### config.mk
export PLATFORM = sky130hd
export DESIGN_NAME = irq_accept_ctrl
export DESIGN_NICKNAME = d
export VERILOG_FILES = /design/src/rtl/irq_accept_pkg.sv /design/src/rtl/irq_sync_chain.sv /design/src/rtl/nmi_edge_catch.sv /design/src/rtl/irq_accept_ctrl.sv
export SDC_FILE = /design/constraint.sdc
export NUM_CORES = 1
export LEC_CHECK = 0
export ABC_CLOCK_PERIOD_IN_PS = 1550
export BUFFER_PORTS_ARGS = -buffer_cell sky130_fd_sc_hd__buf_2
export CAP_MARGIN = 10
export CORE_AREA = 2 2 39 41
export CTS_BUF_LIST = sky130_fd_sc_hd__clkbuf_8
export DETAILED_ROUTE_END_ITERATION = 10
export DIE_AREA = 0 0 41 43
export GPL_ROUTABILITY_DRIVEN = 0
export PLACE_DENSITY_LB_ADDON = 0.15
export SYNTH_ARGS = -nofsm -noshare
export SYNTH_HDL_FRONTEND = slang
export SYNTH_SLANG_ARGS = --single-unit
### constraint.sdc
create_clock -name clk -period 1.55 [get_ports clk]
set_input_delay 0 -clock clk [delete_from_list [all_inputs] [get_ports clk]]
set_output_delay 0 -clock clk [all_outputs]
set_load 0.01 [all_outputs]
### src/rtl/irq_accept_pkg.sv
package irq_accept_pkg;
  localparam int VEC_W = 16;
  typedef enum logic [1:0] {
    TAKE_NONE = 2'b00,
    TAKE_MASK = 2'b01,
    TAKE_NMI  = 2'b10
  } take_kind_e;
endpackage

### src/rtl/irq_sync_chain.sv
module irq_sync_chain #(
  parameter int   STAGES  = 2,
  parameter logic RST_VAL = 1'b1
) (
  input  logic clk,
  input  logic rst_n,
  input  logic d,
  output logic q
);
  logic [STAGES-1:0] stg_q, stg_nxt;

  generate
    if (STAGES == 1) begin : g_one
      always_comb stg_nxt = d;
    end else begin : g_many
      always_comb stg_nxt = {stg_q[STAGES-2:0], d};
    end
  endgenerate

  always_ff @(posedge clk or negedge rst_n) begin
    if (!rst_n) stg_q <= {STAGES{RST_VAL}};
    else        stg_q <= stg_nxt;
  end

  assign q = stg_q[STAGES-1];
endmodule

### src/rtl/nmi_edge_catch.sv
module nmi_edge_catch (
  input  logic clk,
  input  logic rst_n,
  input  logic lvl_n,
  input  logic clear,
  output logic pend
);
  logic prev_q, pend_q;
  logic fall, pend_nxt;

  always_comb begin
    fall     = prev_q & ~lvl_n;
    pend_nxt = fall | (pend_q & ~clear);
  end

  always_ff @(posedge clk or negedge rst_n) begin
    if (!rst_n) begin
      prev_q <= 1'b1;
      pend_q <= 1'b0;
    end else begin
      prev_q <= lvl_n;
      pend_q <= pend_nxt;
    end
  end

  assign pend = pend_q;
endmodule

### src/rtl/irq_accept_ctrl.sv
module irq_accept_ctrl
  import irq_accept_pkg::*;
#(
  parameter int               SYNC_STAGES = 2,
  parameter logic [VEC_W-1:0] MASK_VEC    = 16'h0038,
  parameter logic [VEC_W-1:0] NMI_VEC     = 16'h0066
) (
  input  logic             clk,
  input  logic             rst_n,
  input  logic             irq_n,
  input  logic             nmi_n,
  input  logic             bus_req,
  input  logic             stall,
  input  logic             end_of_instr,
  input  logic             ie_set,
  input  logic             ie_clr,
  input  logic             halted,
  output logic             take_pulse,
  output logic [1:0]       take_kind,
  output logic [VEC_W-1:0] restart_vec,
  output logic             push_pc,
  output logic             ack_cycle,
  output logic             halt_exit,
  output logic             ie_flag,
  output logic             ie_save
);
  logic irq_s_n, nmi_s_n, nmi_pend;
  logic boundary, irq_req, acc_nmi, acc_mask, acc_any;
  logic ie_q, ie_nxt, ie_en;
  logic save_q, save_nxt, save_en;
  logic take_q, take_nxt;
  take_kind_e kind_q, kind_nxt;
  logic [VEC_W-1:0] vec_q, vec_nxt;
  logic push_q, push_nxt, ack_q, ack_nxt, hexit_q, hexit_nxt;

  irq_sync_chain #(.STAGES(SYNC_STAGES), .RST_VAL(1'b1)) u_irq_sync (
    .clk(clk), .rst_n(rst_n), .d(irq_n), .q(irq_s_n));

  irq_sync_chain #(.STAGES(SYNC_STAGES), .RST_VAL(1'b1)) u_nmi_sync (
    .clk(clk), .rst_n(rst_n), .d(nmi_n), .q(nmi_s_n));

  nmi_edge_catch u_nmi_catch (
    .clk(clk), .rst_n(rst_n), .lvl_n(nmi_s_n), .clear(acc_nmi), .pend(nmi_pend));

  always_comb begin
    boundary = end_of_instr & ~stall & ~bus_req;
    irq_req  = ~irq_s_n;
    acc_nmi  = boundary & nmi_pend;
    acc_mask = boundary & ~nmi_pend & irq_req & ie_q;
    acc_any  = acc_nmi | acc_mask;

    ie_en = acc_any | ie_set | ie_clr;
    if (acc_any)     ie_nxt = 1'b0;
    else if (ie_clr) ie_nxt = 1'b0;
    else             ie_nxt = 1'b1;

    save_en  = acc_nmi;
    save_nxt = ie_q;

    take_nxt = acc_any;
    if (acc_nmi) begin
      kind_nxt = TAKE_NMI;
      vec_nxt  = NMI_VEC;
    end else if (acc_mask) begin
      kind_nxt = TAKE_MASK;
      vec_nxt  = MASK_VEC;
    end else begin
      kind_nxt = TAKE_NONE;
      vec_nxt  = '0;
    end
    push_nxt  = acc_any;
    ack_nxt   = acc_mask;
    hexit_nxt = halted & (nmi_pend | (irq_req & ie_q));
  end

  always_ff @(posedge clk or negedge rst_n) begin
    if (!rst_n) begin
      ie_q    <= 1'b0;
      save_q  <= 1'b0;
      take_q  <= 1'b0;
      kind_q  <= TAKE_NONE;
      vec_q   <= '0;
      push_q  <= 1'b0;
      ack_q   <= 1'b0;
      hexit_q <= 1'b0;
    end else begin
      if (ie_en)   ie_q   <= ie_nxt;
      if (save_en) save_q <= save_nxt;
      take_q  <= take_nxt;
      kind_q  <= kind_nxt;
      vec_q   <= vec_nxt;
      push_q  <= push_nxt;
      ack_q   <= ack_nxt;
      hexit_q <= hexit_nxt;
    end
  end

  assign take_pulse  = take_q;
  assign take_kind   = kind_q;
  assign restart_vec = vec_q;
  assign push_pc     = push_q;
  assign ack_cycle   = ack_q;
  assign halt_exit   = hexit_q;
  assign ie_flag     = ie_q;
  assign ie_save     = save_q;
endmodule

-- Yosys cells after proc, flatten, opt, wreduce, memory -nomap -nowiden
Cells that the tools add are included.
- multiplexer cells: 6
- bitwise gates (word level): 21
- operators by type and width (operator ; number):
    AND 1 bit ; 10
    two-way mux 7 bit ; 1
    two-way mux 6 bit ; 1
    NOT 1 bit ; 6
    OR 1 bit ; 5
    two-way mux 1 bit ; 3
    two-way mux 2 bit ; 1
- register bits: 29
- input port bits: 10
- output and inout bits: 24
- logic and storage cells: 38

-- Depth between registers and ports, before layout
Gate-level depths: netlist of the first run.
- word-level depth: 9
- depth in mapped cells: 3
- mapped depth without buffers: 3

-- By module
Synthesis of the first run repeated with hierarchy kept, for this count alone.
- cells, all modules: 45
- area total of the unflattened synthesis: 558.0 µm²
- modules (own cells, without submodules) (module ; instances ; cells an instance ; area each (µm²) ; seq. area each (µm²)):
    irq_accept_ctrl ; 1 ; 36 ; 381.6 ; 175.2
    irq_sync_chain ; 2 ; 2 ; 52.6 ; 52.6
    nmi_edge_catch ; 1 ; 5 ; 71.3 ; 51.3

-- Worst setup path after synthesis of the first run
No wires, ideal clock.
- kind: register to register
- start point: reg u_nmi_catch.pend_q, in the netlist u_nmi_catch.pend
- end point: reg save_q, in the netlist ie_save
- library setup time: 128 ps
- arrival: 852 ps
- data required time: 1422 ps
- path slack: 571 ps
- stages on the path, launching flop included: 4
- buffers on the path: 0
- clock period less this slack: 979 ps
- cell sequence: dfrtp_1 > inv_1 > nor2_4 > mux2_1
- longest elaborated chain between the ends: 1
- RTL lines (what ; RTL line ; RTL):
    from (decl) ; nmi_edge_catch.sv:8 ; logic prev_q, pend_q;
    from (signal assigned) ; nmi_edge_catch.sv:22 ; pend_q <= pend_nxt;
    AND 1 bit ; irq_accept_ctrl.sv:48 ; acc_nmi = boundary & nmi_pend;
    via acc_nmi ; irq_accept_ctrl.sv:28 ; logic boundary, irq_req, acc_nmi, acc_mask, acc_any;
    to (signal assigned) ; irq_accept_ctrl.sv:88 ; if (save_en) save_q <= save_nxt;
    to (decl) ; irq_accept_ctrl.sv:30 ; logic save_q, save_nxt, save_en;
The timed path passes the listed nets, and every way through them passes these cells.
A chain may end at the register's enable or synchronous reset.

-- Final worst setup path of the first run
- start point: reg u_irq_sync.stg_q[1]
- end point: reg ie_q, in the netlist ie_flag
- longest elaborated chain between the ends: 6
- elaborated cells between the ends (all ways): 7
- classes of those cells: mux: 1; bitwise: 6
- RTL lines (what ; RTL line ; RTL):
    from (decl) ; irq_sync_chain.sv:10 ; logic [STAGES-1:0] stg_q, stg_nxt;
    from (signal assigned) ; irq_sync_chain.sv:21 ; if (!rst_n) stg_q <= {STAGES{RST_VAL}};
    from (signal assigned) ; irq_sync_chain.sv:22 ; else stg_q <= stg_nxt;
    NOT 1 bit * ; irq_accept_ctrl.sv:47 ; irq_req = ~irq_s_n;
    AND 1 bit * (2 in a row) ; irq_accept_ctrl.sv:49 ; acc_mask = boundary & ~nmi_pend & irq_req & ie_q;
    OR 1 bit * ; irq_accept_ctrl.sv:50 ; acc_any = acc_nmi | acc_mask;
    via acc_any ; irq_accept_ctrl.sv:28 ;
    OR 1 bit (2 in a row) ; irq_accept_ctrl.sv:52 ; ie_en = acc_any | ie_set | ie_clr;
    to (signal assigned) ; irq_accept_ctrl.sv:87 ; if (ie_en) ie_q <= ie_nxt;
    to (decl) ; irq_accept_ctrl.sv:29 ; logic ie_q, ie_nxt, ie_en;
Mark *: on every way through the listed nets, which the timed path passes. The rest lies on a longest branch.

==> impl_results.md, run 1 <==
* Syn Inst Count at 45
* Worst-Skew Late Latency at 0.24 ns
* Clk_skew at 0.0007725 ns
* Flop pwr share at 50.3%
* Area Overhead vs Synth at 22.95%
* CP Data Required Time at 1.70 ns
* Gr busiest metal: met2
* Port bufs at 23
* VDD IR max at 0.7056 mV
* Max Fanout on Critical Path at 4
* Largest area contributor in the netlist: dfrtp_1
* Logic pwr share at 11.5%
* Final WL at 726 um
* Synth warn at 0
* Syn Area/Cell at 12.23 sq um
* Root buffer cell: clkbuf_8
* Share of cells above drive strength 1 at 48.53%
* Post-synth top area share at 36.36%
* Area of the die at 0.001763 sq mm
* Post-layout minimum cycle time at 1.047 ns
* Compound-Gate Fraction of Synth Area at 3.182%
* Met1 usage at 9.215%
* Final hold vios at 0
* Final core occ at 48.92%
* I/O pins at 34
* CP cell instances: nand2b_1 > a21oi_1 > nor3_1
* CTS sink count at 13
* Clock power share at 38.2%
* GR Util met2 at 14.06%
* Switching power at 0.0001728 W
* Post-CTS Setup Bufs at 0
* Routed length per instance at 8.643 um
* Simple-Gate Fraction of Synth Area at 9.318%
* P per Cell Area at 1111 mW/mm^2
* First-pass GRT wire length at 1.041 mm
* Diode count at 0
* # rows at 14
* GR Util met3 at 4.712%
* Adder-cell share of the synthesized area at 0%
* TritonCTS clock tree: done
* Synthesized cell area at 550.5 sq um
* Initial DRC Count at 0
* Synth Area in XOR/XNOR at 0%
* Number of synthesized register bits at 13
* Fillers at 144
* Hold WC Path Type: primary input to flip-flop
* Bufs on Longest Clock Path at 2
* Initial Utilization at 39.78%
* CP max-delay cell: dfstp_2
* CTS Buf Count at 3
* Clock transition at the registers of the reported paths at 0.05 ns
* CP bufs+invs at 0
* Pin count of the biggest net entering global routing at 14
* GRT Util Overall at 9.202%
* Total number of vias at 323
* Seq/Total Area, Yosys at 60.23%
* Core area at 0.001384 sq mm
* Post-synthesis mux area share at 2.045%
* CTS H-tree depth at 1
* Vias in the first global route at 255
* Max cap viols at 0
* CP Capture Type: flip-flop
* Main combinational cell family by area after synthesis: buffers and inverters
* Post-route clock period utilization at 67.56%
* # DRC at 0
* Leakage at 0.3808 nW
* DPL Wire Length at 536.5 um
* Initial antenna violation count at 0
* Die Y at 43 um
* Fmax achieved at 954.9 MHz
* Top cells by area, synth: dfrtp_1 (36%), dfstp_2 (24%), buf_4 (23%)
* RSZ-0062 raised after global routing: false
* Final nets at 79
* Critical path type: flip-flop to flip-flop
* Outcome: finished, final reports clean
* Count of cell types in the netlist at 15
* Gr ovfl total at 0
* Die W at 41 um
* Vias per cell at 3.845
* # setup viols final at 0
* Setup TNS Final at 0 ns
* Final Max Slew Viols at 0
* First drt pass iteration count at 1
* Routed Antenna Nets at 0
* Worst Setup Start Kind: flip-flop
* Sw frac at 22.98%
* Largest stage delay, worst path at 0.50 ns
* Crit path DAT at 1.20 ns
* CP top delay family: flip-flops
* Int Power at 0.0005790 W
cells in the final DEF, fill, tap and decap left out:
master,instances
mux2_1,1
buf_2,23
dlygate4sd3_1,4
or3b_4,1
a21oi_1,1
a21boi_0,1
nor3_1,3
nor2_1,1
nand2b_1,1
clkbuf_8,3
dfrtp_1,8
conb_1,10
inv_1,3
dfstp_2,5
nor2_4,1
o21ai_0,1
nand2_1,1
sequential cells by signal, indices dropped and copies added, names as in the netlist:
name / count
ie_save: 1
u_irq_sync.stg_q: 2
ie_flag: 1
halt_exit: 1
u_nmi_catch.prev_q: 1
u_nmi_catch.pend: 1
u_nmi_sync.stg_q: 2
ack_cycle: 1
restart_vec: 3
cells in the mapped netlist:
library cell  instances
buf_4                17
dfrtp_1               8
dfstp_2               5
nor3_1                3
inv_1                 2
a21boi_0              1
a21oi_1               1
conb_1                1
mux2_1                1
nand2_1               1
nand2b_1              1
nor2_1                1
nor2_4                1
o21ai_0               1
or3b_4                1
through the flow:
stage	setup slack, ns	std cells	hold slack [ns]	instance area [sq um]	power (W)
2_1_floorplan	0.5706	54	-0.2956	584.3	0.0004502
3_3_place_gp	0.4959	76	-0.1010	591.8	0.0004626
3_5_place_dp	0.4841	76	-0.1016	591.8	0.0004639
4_1_cts	0.4728	84	0.008158	676.9	0.0007634
5_1_grt	0.3992	84	0.01144	676.9	0.0007939
6_report	0.5028	84	0.01053	676.9	0.0007517
power by group through the flow:
stage               clock, W  sequential, W  combinational (W)
floorplan                  0       0.000390          0.0000606
global placement           0       0.000384          0.0000786
detailed placement         0       0.000384          0.0000802
CTS                 0.000297       0.000379          0.0000881
global route        0.000316       0.000381          0.0000963
finish              0.000287       0.000378          0.0000864
area by class of cell:
| cell class | count | area, sq um | area share, % |
|---|---|---|---|
| sequential | 13 | 331.6 | 48.98 |
| timing repair buffer | 27 | 155.1 | 22.92 |
| multi-input combinational | 22 | 117.6 | 17.38 |
| clock buffer | 3 | 41.29 | 6.100 |
| tap | 16 | 20.02 | 2.957 |
| inverter | 2 | 7.507 | 1.109 |
| clock inverter | 1 | 3.754 | 0.5545 |
kinds of logic (layout without fill, tap and decap cells):
| logic type | count (synthesis) | count (layout) |
|---|---|---|
| AO/OA/AOI/OAI | 3 | 3 |
| buffers and inverters | 19 | 33 |
| multiplexers | 1 | 1 |
| AND/OR/NAND/NOR | 8 | 8 |
| flip-flops | 13 | 13 |
| other | 1 | 10 |
metal layers:
metal  share of wire (%)  vias up
met1                  39      146
met3                 8.5        0
met4                   0        0
met2                  52       19
met5                   0        -
li1                    -      158
worst register-to-register path: stages, from the launching register on:
cell,delay [ns]
dfstp_2,0.50
nand2b_1,0.16
a21oi_1,0.11
nor3_1,0.18
worst paths after layout:
path,slack (ns),endpoint,cells after the start,startpoint
setup / recovery,0.50,ie_flag$_DFFE_PN0P_,3,u_irq_sync.stg_q[1]$_DFF_PN1_
hold / removal,0.01,halt_exit$_DFF_PN0_,2,halted
setup reg to reg,0.50,ie_flag$_DFFE_PN0P_,3,u_irq_sync.stg_q[1]$_DFF_PN1_
hold reg to reg,0.36,u_irq_sync.stg_q[1]$_DFF_PN1_,0,u_irq_sync.stg_q[0]$_DFF_PN1_
max in group asynchronous,1.11,u_nmi_catch.prev_q$_DFF_PN1_,2,rst_n
min in group asynchronous,0.17,ie_flag$_DFFE_PN0P_,2,rst_n
repair_timing:
| item | in CTS | in global routing |
|---|---|---|
| hold buffers | 4 | 0 |
| endpoints found under the hold margin | 16 | 0 |
| gates resized for setup | 0 | 0 |
Power figures use the tool's default switching activity.
==> run 2: changes to the inputs <==
ABC_CLOCK_PERIOD_IN_PS = 970   (was 1550)
CORE_AREA = not set   (was 2 2 39 41)
CORE_MARGIN = 2   (was not set)
CORE_UTILIZATION = 42   (was not set)
DIE_AREA = not set   (was 0 0 41 43)
clock period = 0.97 ns   (was 1.55 ns; I/O delays follow)
==> impl_results.md, run 2 (same netlist as run 1, synthesis figures left out) <==
* Die Y at 40.21 um (was 43 um)
* Vias per cell at 3.966 (was 3.845)
* Area Overhead vs Synth at 32.50% (was 22.95%)
* Fillers at 115 (was 144)
* Setup TNS Final at 0 ns (unchanged)
* Root buffer cell: clkbuf_8 (unchanged)
* Leakage at 0.4071 nW (was 0.3808 nW)
* Worst Setup Start Kind: flip-flop (unchanged)
* Port bufs at 23 (unchanged)
* Vias in the first global route at 276 (was 255)
* CP Data Required Time at 1.09 ns (was 1.70 ns)
* Leading cell type in the layout, fill and taps excluded: buf_2 (unchanged)
* CTS Buf Count at 3 (unchanged)
* Hold WC Path Type: primary input to flip-flop (unchanged)
* CTS sink count at 13 (unchanged)
* Core area at 0.001269 sq mm (was 0.001384 sq mm)
* Gr ovfl total at 0 (unchanged)
* TritonCTS clock tree: done (unchanged)
* Area of the die at 0.001616 sq mm (was 0.001763 sq mm)
* # DRC at 0 (unchanged)
* P per Cell Area at 1686 mW/mm^2 (was 1111 mW/mm^2)
* Diode count at 0 (unchanged)
* Outcome: finished, final reports clean (unchanged)
* Final nets at 84 (was 79)
* # setup viols final at 0 (unchanged)
* Seq. cell area at 332.8 sq um (was 331.6 sq um)
* Routed Antenna Nets at 0 (unchanged)
* Worst-Skew Late Latency at 0.23 ns (was 0.24 ns)
* CP Capture Type: flip-flop (unchanged)
* Post-layout minimum cycle time at 0.9390 ns (was 1.047 ns)
* Reg2Reg Setup Slack at 0.03 ns (was 0.50 ns)
* RSZ-0062 raised after global routing: true (was false)
* VDD IR max at 1.343 mV (was 0.7056 mV)
* Clk_skew at 0.003142 ns (was 0.0007725 ns)
* Final hold vios at 0 (unchanged)
* Post-route clock period utilization at 96.81% (was 67.56%)
* First drt pass iteration count at 2 (was 1)
* Pwr Total at 0.001230 W (was 0.0007517 W)
* Final Max Slew Viols at 0 (unchanged)
* Routed length per instance at 8.807 um (was 8.643 um)
* Die W at 40.21 um (was 41 um)
* Clock transition at the registers of the reported paths at 0.05 ns (about the same)
* Critical path type: flip-flop to flip-flop (unchanged)
* Initial DRC Count at 1 (was 0)
* Non-filler cells, final at 88 (was 84)
* Max Fanout on Critical Path at 3 (was 4)
* Initial antenna violation count at 0 (unchanged)
* Crit path DAT at 1.05 ns (was 1.20 ns)
* Share of cells above drive strength 1 at 58.90% (was 48.53%)
* Most frequent cells in the layout: buf_2 (23), conb_1 (10), dfrtp_1 (7) (was buf_2 (23), conb_1 (10), dfrtp_1 (8))
* Bufs on Longest Clock Path at 2 (unchanged)
* DPL Wire Length at 561.6 um (was 536.5 um)
* Max cap viols at 0 (unchanged)
* Pin count of the biggest net entering global routing at 14 (unchanged)
* # rows at 13 (was 14)
* Post-Place Cells at 78 (was 76)
* GRT Util Overall at 11.45% (was 9.202%)
* CTS H-tree depth at 1 (unchanged)
* Largest register FFs at 3 (unchanged)
* Total number of vias at 349 (was 323)
* Final WL at 775 um (was 726 um)
* First-pass GRT wire length at 1.097 mm (was 1.041 mm)
* Initial Utilization at 43.39% (was 39.78%)
* Area taken by multi-input logic gates at 132.6 sq um (was 117.6 sq um)
* I/O pins at 34 (unchanged)
* Fmax achieved at 1065 MHz (was 954.9 MHz)
==> run 2: final cells by class <==
cell class                      instances  area share [%]
Inverter                                2           1.029
Multi-Input combinational cell         22           18.18
Tap cell                               15           2.573
Timing Repair Buffer                   32           26.42
Sequential cell                        13           45.63
Clock inverter                          1          0.5146
Clock buffer                            3           5.660
==> run 2: power breakdown <==
part | internal (W) | leakage [nW] | total [W] | switching, W
clock network | 0.000277 | 0.0269 | 0.000442 | 0.000165
logic | 0.0000919 | 0.226 | 0.000181 | 0.0000893
registers | 0.000588 | 0.155 | 0.000607 | 0.0000185
==> run 2: metal layers <==
metal / GRT usage [%] / routed length [um] / share of wire, %
met5: 0 / 0 / 0
met4: 2.500 / 0 / 0
met3: 8.333 / 71 / 9.2
met2: 18.95 / 386 / 50
met1: 11.62 / 317 / 41
==> run 2: worst max-delay path: stages, from the launching register on <==
cell and delay (ns):
dfrtp_1 0.35, inv_2 0.06, nor2_4 0.10, mux2_4 0.30
==> run 2: per-stage QoR <==
stage	worst slack [ns]	util [%]	hold WS [ns]	cell area, sq um
2_1_floorplan	0.007497	-	-0.2956	584.3
4_1_cts	0.003925	55.33	0.02430	701.9
3_3_place_gp	-0.08797	48.32	-0.1081	613.1
6_report	0.03098	57.50	0.02491	729.5
3_5_place_dp	-0.09880	48.32	-0.1068	613.1
5_1_grt	-0.006719	57.50	0.02602	729.5
==> run 2: repair_timing <==
item                                    CTS  global route
endpoints found under the setup margin    1             3
endpoints found under the hold margin    16             0
setup buffers                             0             2
gates resized for setup                   1             4
hold buffers                              4             0
pin swaps                                 0             2
==> run 2: final timing paths <==
kind                                               startpoint                       endpoint  cells past startpoint
worst max-delay path               u_nmi_catch.pend$_DFF_PN0_            ie_save$_DFFE_PN0P_                      3
worst min-delay path                                   halted            halt_exit$_DFF_PN0_                      2
worst max register to register     u_nmi_catch.pend$_DFF_PN0_            ie_save$_DFFE_PN0P_                      3
worst min register to register  u_nmi_sync.stg_q[0]$_DFF_PN1_  u_nmi_sync.stg_q[1]$_DFF_PN1_                      0
max in group asynchronous                               rst_n  u_irq_sync.stg_q[0]$_DFF_PN1_                      2
min in group asynchronous                               rst_n       restart_vec[2]$_DFF_PN0_                      2
